`src/rtl/gcd_pkg.sv`:
```
// Package: shared types for the GCD engine.
// Assumes: nothing beyond IEEE 1800-2017 enums.
package gcd_pkg;

    // Controller phases
    typedef enum logic [1:0] {
        PH_WAIT_IN = 2'd0,
        PH_RUN     = 2'd1,
        PH_HOLD    = 2'd2
    } phase_e;

    // Source select for the first working register
    typedef enum logic [1:0] {
        XSRC_LOAD = 2'd0,
        XSRC_PEER = 2'd1,
        XSRC_DIFF = 2'd2
    } xsrc_e;

    // Source select for the second working register
    typedef enum logic {
        YSRC_LOAD = 1'b0,
        YSRC_PEER = 1'b1
    } ysrc_e;

endpackage

```
`src/rtl/gcd_datapath.sv`:
```
// Module: gcd_datapath
// Holds the two working values. Each register has its own source select
// and write enable. The module reports x<y and y==0 to the controller.
// Assumes: the controller asserts at most one legal select per register.
module gcd_datapath
    import gcd_pkg::*;
#(
    parameter int W = 16
) (
    input  logic         clk,
    input  logic         rst_n,
    input  logic [W-1:0] load_x,
    input  logic [W-1:0] load_y,
    input  xsrc_e        x_src,
    input  logic         x_we,
    input  ysrc_e        y_src,
    input  logic         y_we,
    output logic         x_lt_y,
    output logic         y_is_zero,
    output logic [W-1:0] x_val,
    output logic [W-1:0] y_val
);

    logic [W-1:0] x_q, y_q;
    logic [W-1:0] x_next, y_next;
    logic [W-1:0] diff;

    // Subtractor: difference of the working values
    assign diff = x_q - y_q;

    // Source mux for the first register
    always_comb begin
        unique case (x_src)
            XSRC_PEER: x_next = y_q;
            XSRC_DIFF: x_next = diff;
            default:   x_next = load_x;
        endcase
    end

    // Source mux for the second register
    always_comb begin
        y_next = (y_src == YSRC_PEER) ? x_q : load_y;
    end

    // Working registers with enables
    always_ff @(posedge clk) begin
        if (!rst_n) begin
            x_q <= '0;
            y_q <= '0;
        end else begin
            if (x_we) x_q <= x_next;
            if (y_we) y_q <= y_next;
        end
    end

    // Status flags toward the controller
    assign x_lt_y    = (x_q < y_q);
    assign y_is_zero = (y_q == '0);
    assign x_val     = x_q;
    assign y_val     = y_q;

endmodule

```
`src/rtl/gcd_ctrl.sv`:
```
// Module: gcd_ctrl
// Three-phase controller that sequences the datapath. It waits for a pair,
// steps the loop, then holds the result until it is taken.
// Assumes: status flags describe the registered working values.
module gcd_ctrl
    import gcd_pkg::*;
(
    input  logic   clk,
    input  logic   rst_n,
    input  logic   req_valid,
    input  logic   res_taken,
    input  logic   x_lt_y,
    input  logic   y_is_zero,
    output xsrc_e  x_src,
    output logic   x_we,
    output ysrc_e  y_src,
    output logic   y_we,
    output logic   acc_idle,
    output logic   res_valid,
    output logic   running
);

    phase_e ph_q, ph_d;

    // Phase register
    always_ff @(posedge clk) begin
        if (!rst_n) ph_q <= PH_WAIT_IN;
        else        ph_q <= ph_d;
    end

    // Next phase and datapath controls
    always_comb begin
        ph_d  = ph_q;
        x_src = XSRC_LOAD;
        y_src = YSRC_LOAD;
        x_we  = 1'b0;
        y_we  = 1'b0;
        unique case (ph_q)
            PH_WAIT_IN: begin
                if (req_valid) begin
                    x_we = 1'b1;
                    y_we = 1'b1;
                    ph_d = PH_RUN;
                end
            end
            PH_RUN: begin
                if (x_lt_y) begin
                    x_src = XSRC_PEER;
                    y_src = YSRC_PEER;
                    x_we  = 1'b1;
                    y_we  = 1'b1;
                end else if (!y_is_zero) begin
                    x_src = XSRC_DIFF;
                    x_we  = 1'b1;
                end else begin
                    ph_d = PH_HOLD;
                end
            end
            PH_HOLD: begin
                if (res_taken) ph_d = PH_WAIT_IN;
            end
            default: ph_d = PH_WAIT_IN;
        endcase
    end

    // Handshake flags decoded from the phase
    assign acc_idle  = (ph_q == PH_WAIT_IN);
    assign res_valid = (ph_q == PH_HOLD);
    assign running   = (ph_q == PH_RUN);

endmodule

```
`src/rtl/gcd_iter_unit.sv`:
```
// Module: gcd_iter_unit (top)
// Wires the controller to the datapath and exposes the request and
// response handshakes. It handles one job at a time.
// Assumes: synchronous active-low reset and a single clock.
module gcd_iter_unit
    import gcd_pkg::*;
#(
    parameter int W = 16
) (
    input  logic         clk,
    input  logic         rst_n,
    input  logic [W-1:0] opnd_x,
    input  logic [W-1:0] opnd_y,
    input  logic         req_valid,
    output logic         acc_idle,
    output logic [W-1:0] res_data,
    output logic         res_valid,
    input  logic         res_taken
);

    xsrc_e        x_src;
    ysrc_e        y_src;
    logic         x_we, y_we;
    logic         x_lt_y, y_is_zero;
    logic         running;
    logic [W-1:0] x_val, y_val;

    gcd_ctrl u_ctrl (
        .clk       (clk),
        .rst_n     (rst_n),
        .req_valid (req_valid),
        .res_taken (res_taken),
        .x_lt_y    (x_lt_y),
        .y_is_zero (y_is_zero),
        .x_src     (x_src),
        .x_we      (x_we),
        .y_src     (y_src),
        .y_we      (y_we),
        .acc_idle  (acc_idle),
        .res_valid (res_valid),
        .running   (running)
    );

    gcd_datapath #(.W(W)) u_dp (
        .clk       (clk),
        .rst_n     (rst_n),
        .load_x    (opnd_x),
        .load_y    (opnd_y),
        .x_src     (x_src),
        .x_we      (x_we),
        .y_src     (y_src),
        .y_we      (y_we),
        .x_lt_y    (x_lt_y),
        .y_is_zero (y_is_zero),
        .x_val     (x_val),
        .y_val     (y_val)
    );

    // The result is the first working value
    assign res_data = x_val;

endmodule

```
`config.mk`:
```
export PLATFORM = sky130hd
export DESIGN_NAME = gcd_iter_unit
export DESIGN_NICKNAME = d
export VERILOG_FILES = /design/src/rtl/gcd_pkg.sv /design/src/rtl/gcd_datapath.sv /design/src/rtl/gcd_ctrl.sv /design/src/rtl/gcd_iter_unit.sv
export SDC_FILE = /design/constraint.sdc
export NUM_CORES = 1
export LEC_CHECK = 0
export ABC_CLOCK_PERIOD_IN_PS = 3000
export BUFFER_PORTS_ARGS = -buffer_cell sky130_fd_sc_hd__buf_2
export CORE_MARGIN = 1
export CORE_UTILIZATION = 41
export DETAILED_ROUTE_END_ITERATION = 8
export HOLD_SLACK_MARGIN = 0.05
export RECOVER_POWER = 100
export SYNTH_ARGS = -nofsm -noshare
export SYNTH_HDL_FRONTEND = slang
export SYNTH_SLANG_ARGS = --single-unit
export TNS_END_PERCENT = 20
```
`constraint.sdc`:
```
create_clock -name clk -period 3 [get_ports clk]
set_clock_uncertainty 0.1 [all_clocks]
set_input_delay 0.15 -clock clk [delete_from_list [all_inputs] [get_ports clk]]
set_output_delay 0.15 -clock clk [all_outputs]
set_load 0.05 [all_outputs]
```
==> results.yml <==
grt:
  grt-ovfl-total: 0
  antenna_found_initial: 0
  track_usage: 0.228
  grt_pass1_vias: 2562
  grt_max_degree: 35
  grt_pass1_wl_um: 12900
worst_setup_path:
  endpoint_kind: "flop"
  cp_cell_sequence: "inv_1, ha_1, fa_1, nor2b_2, o31ai_1, a21o_1, a211oi_4, o211ai_4, buf_12, o221a_1"
  worst_r2r_path_depth: 10
  crit_family: "compound AO/OA/AOI/OAI gates"
  critPathSlowestCell: "fa_1"
  cp_num_cells: 10
  worstPathRequired_ns: 3.08
  critPathKind: "flop to flop"
  cp_slowest_stage_delay_ns: 0.42
  crit_fanout: 11
  arrival_ns: 2.87
  worst-path-buf-inv: 2
  crit_path_start_kind: "flop"
finish:
  drive_gt1_frac: 0.199
  nets: 444
  areaGrowthSynthToFinish_pct: 14.9
  final_area_mm2: 0.00317
  stdcell_count: 469
  antennaDiodeCount: 0
  nFillCells: 654
floorplan:
  dieWidth_um: 84.0
  core_area_mm2: 0.00642
  die_h_um: 84.0
  die_area_mm2: 0.00706
  ios: 54
  start_util: 0.429
  rows: 29
logic_synthesis:
  ys_ff_latch: 34
  synthArstFlopShare: 0
  yosys_most_used_dff: "dfxtp_1"
  yosysMostFrequentCell: "dfxtp_1"
  yosysTopAreaCellShare: 0.247
  synth_warnings: 0
  synthesis.area_mm2: 0.00276
  avgSynthCellArea_um2: 8.08
  synthCells: 341
  syn_nets: 394
  synth_commonest_cells: "dfxtp_1, nand3_1, nand2_1, inv_1, o21ai_0"
  synth_cell_types: 61
  synth_seq_area_share: 0.247
  yosys-top-cells-area: "dfxtp_1, ha_1, nand3_1, o211a_1, nand2_1"
  yosysTopAreaCell: "dfxtp_1"
  synth_edf_count: 0
route:
  drt_wl_total_um: 7760
  post-route-drc-count: 8
  initialDrtViolationCount: 152
  vias_per_cell: 5.75
  firstDrtPassIters: 6
  ant_nets: 0
  via_count: 2696
  wl_per_cell_um: 16.5
timing:
  tns_ns: 0
  finalSetupViolCount: 0
  relSlewSlack: 0.478
  worst_pin_slew_ns: 0.781
  slew_viol_final: 0
  fin_crit_sh: 0.930
  fin_hold_ws_ns: 0.0780
  fin_crit_ns: 2.79
  fmax_mhz: 359
  hold_viol_final: 0
clocking:
  cts_hold_buf: 0
  cts.clk_slew.worst_paths_ns: 0.07
  root_buffer: "clkbuf_8"
  cts_num_sinks: 34
  cts_tree: "yes"
  cts_buffers: 5
  htree_num_levels: 2
  clk_latency_ns: 0.29
  cts_buffer_depth: 2
place:
  globalplace.congestion: 0.877
  dp_hpwl_um: 5800
  postPlaceCellArea_mm2: 0.00308
  io_buffers: 53
  dp_cells: 460
min_path:
  hold_depth: 3
  hp-class: "primary input to flop"
flow_run:
  drv_cap: 0
run_status:
  status: "complete, but fails checks"
  violations: "DRC"
power_and_ir_drop:
  power_density_mw_per_mm2: 1470
  power_mw: 4.65
  p_leak_nw: 1.42
  peakVddDrop_v: 0.000542
## path summary, 6_finish.rpt
path                                   start                          to  slack, ns
setup / recovery  u_dp.x_val[0]$_SDFFE_PN0P_  u_dp.x_val[3]$_SDFFE_PN0P_       0.21
hold / removal                     opnd_x[8]  u_dp.x_val[8]$_SDFFE_PN0P_       0.08
setup reg to reg  u_dp.x_val[0]$_SDFFE_PN0P_  u_dp.x_val[3]$_SDFFE_PN0P_       0.21
hold reg to reg   u_dp.y_val[4]$_SDFFE_PN0P_  u_dp.x_val[4]$_SDFFE_PN0P_       0.42
## through the flow
stage / setup slack, ns / utilization
after floorplan: 0.105 / -
after global placement: 0.202 / 0.479
after detailed placement: 0.179 / 0.479
after CTS: 0.146 / 0.493
after global routing: -0.000776 / 0.493
final: 0.211 / 0.493
## where the power goes
part	internal (mW)	switching, mW
registers	0.614	0.178
logic	1.38	2.12
clock network	0.185	0.171
## per-layer routing
layer,GRT usage,vias up,wire (um)
li1,-,1377,-
met3,0.0317,4,388
met2,0.379,72,3580
met1,0.316,1243,3750
met5,0,-,0
met4,0.0376,0,34
## worst reg2reg max path: cells and delay by family, from the launching register on
kind                     cells  cell delay, ns
AO/OA/AOI/OAI                5            1.16
adder cells (fa/ha/maj)      2            0.64
flip-flops                   1            0.37
buffers and inverters        2            0.27
AND/OR/NAND/NOR              1            0.15
## sequential cells by signal, indices dropped and copies added, names as in the netlist
name and cells:
u_dp.x_val 16, u_dp.y_val 16, u_ctrl.ph_q 2
## cell usage in the layout (no fill, tap or decap), types with 9 or more instances in the layout
cell type	netlist	routed
o211ai_1	12	12
buf_2	3	36
buf_4	2	10
o21ai_1	8	9
nand3_1	33	33
dfxtp_1	34	34
o21ai_0	18	17
nor3_1	11	11
inv_1	22	22
nor2_1	12	12
a21oi_1	12	12
clkbuf_1	11	18
ha_1	16	16
nand2_1	30	30
o211a_1	16	16
## cell type report
cell class | count | area [um^2] | area share
inverter | 22 | 82.6 | 0.0261
multi-input combinational | 263 | 1860 | 0.586
tap | 77 | 96.3 | 0.0304
clock inverter | 1 | 5.00 | 0.00158
sequential | 34 | 681 | 0.215
timing repair buffer | 65 | 359 | 0.113
clock buffer | 7 | 86.3 | 0.0273
## timing repair
item | CTS | global route
endpoints found under the setup margin | 0 | 22
gates resized for setup | 0 | 4
buffers inserted | 0 | 1
## logic make-up (layout without fill, tap and decap cells)
group | after synthesis | in the layout | share of synthesized area
muxes | 2 | 2 | 0.00726
DFF | 34 | 34 | 0.247
buffers and inverters | 44 | 95 | 0.0835
adders and majority gates | 17 | 17 | 0.0799
and+or+nand+nor | 120 | 120 | 0.232
AOI/OAI and AO/OA | 118 | 118 | 0.331
xor gates and xnor gates | 6 | 6 | 0.0191
Power figures use the tool's default switching activity.
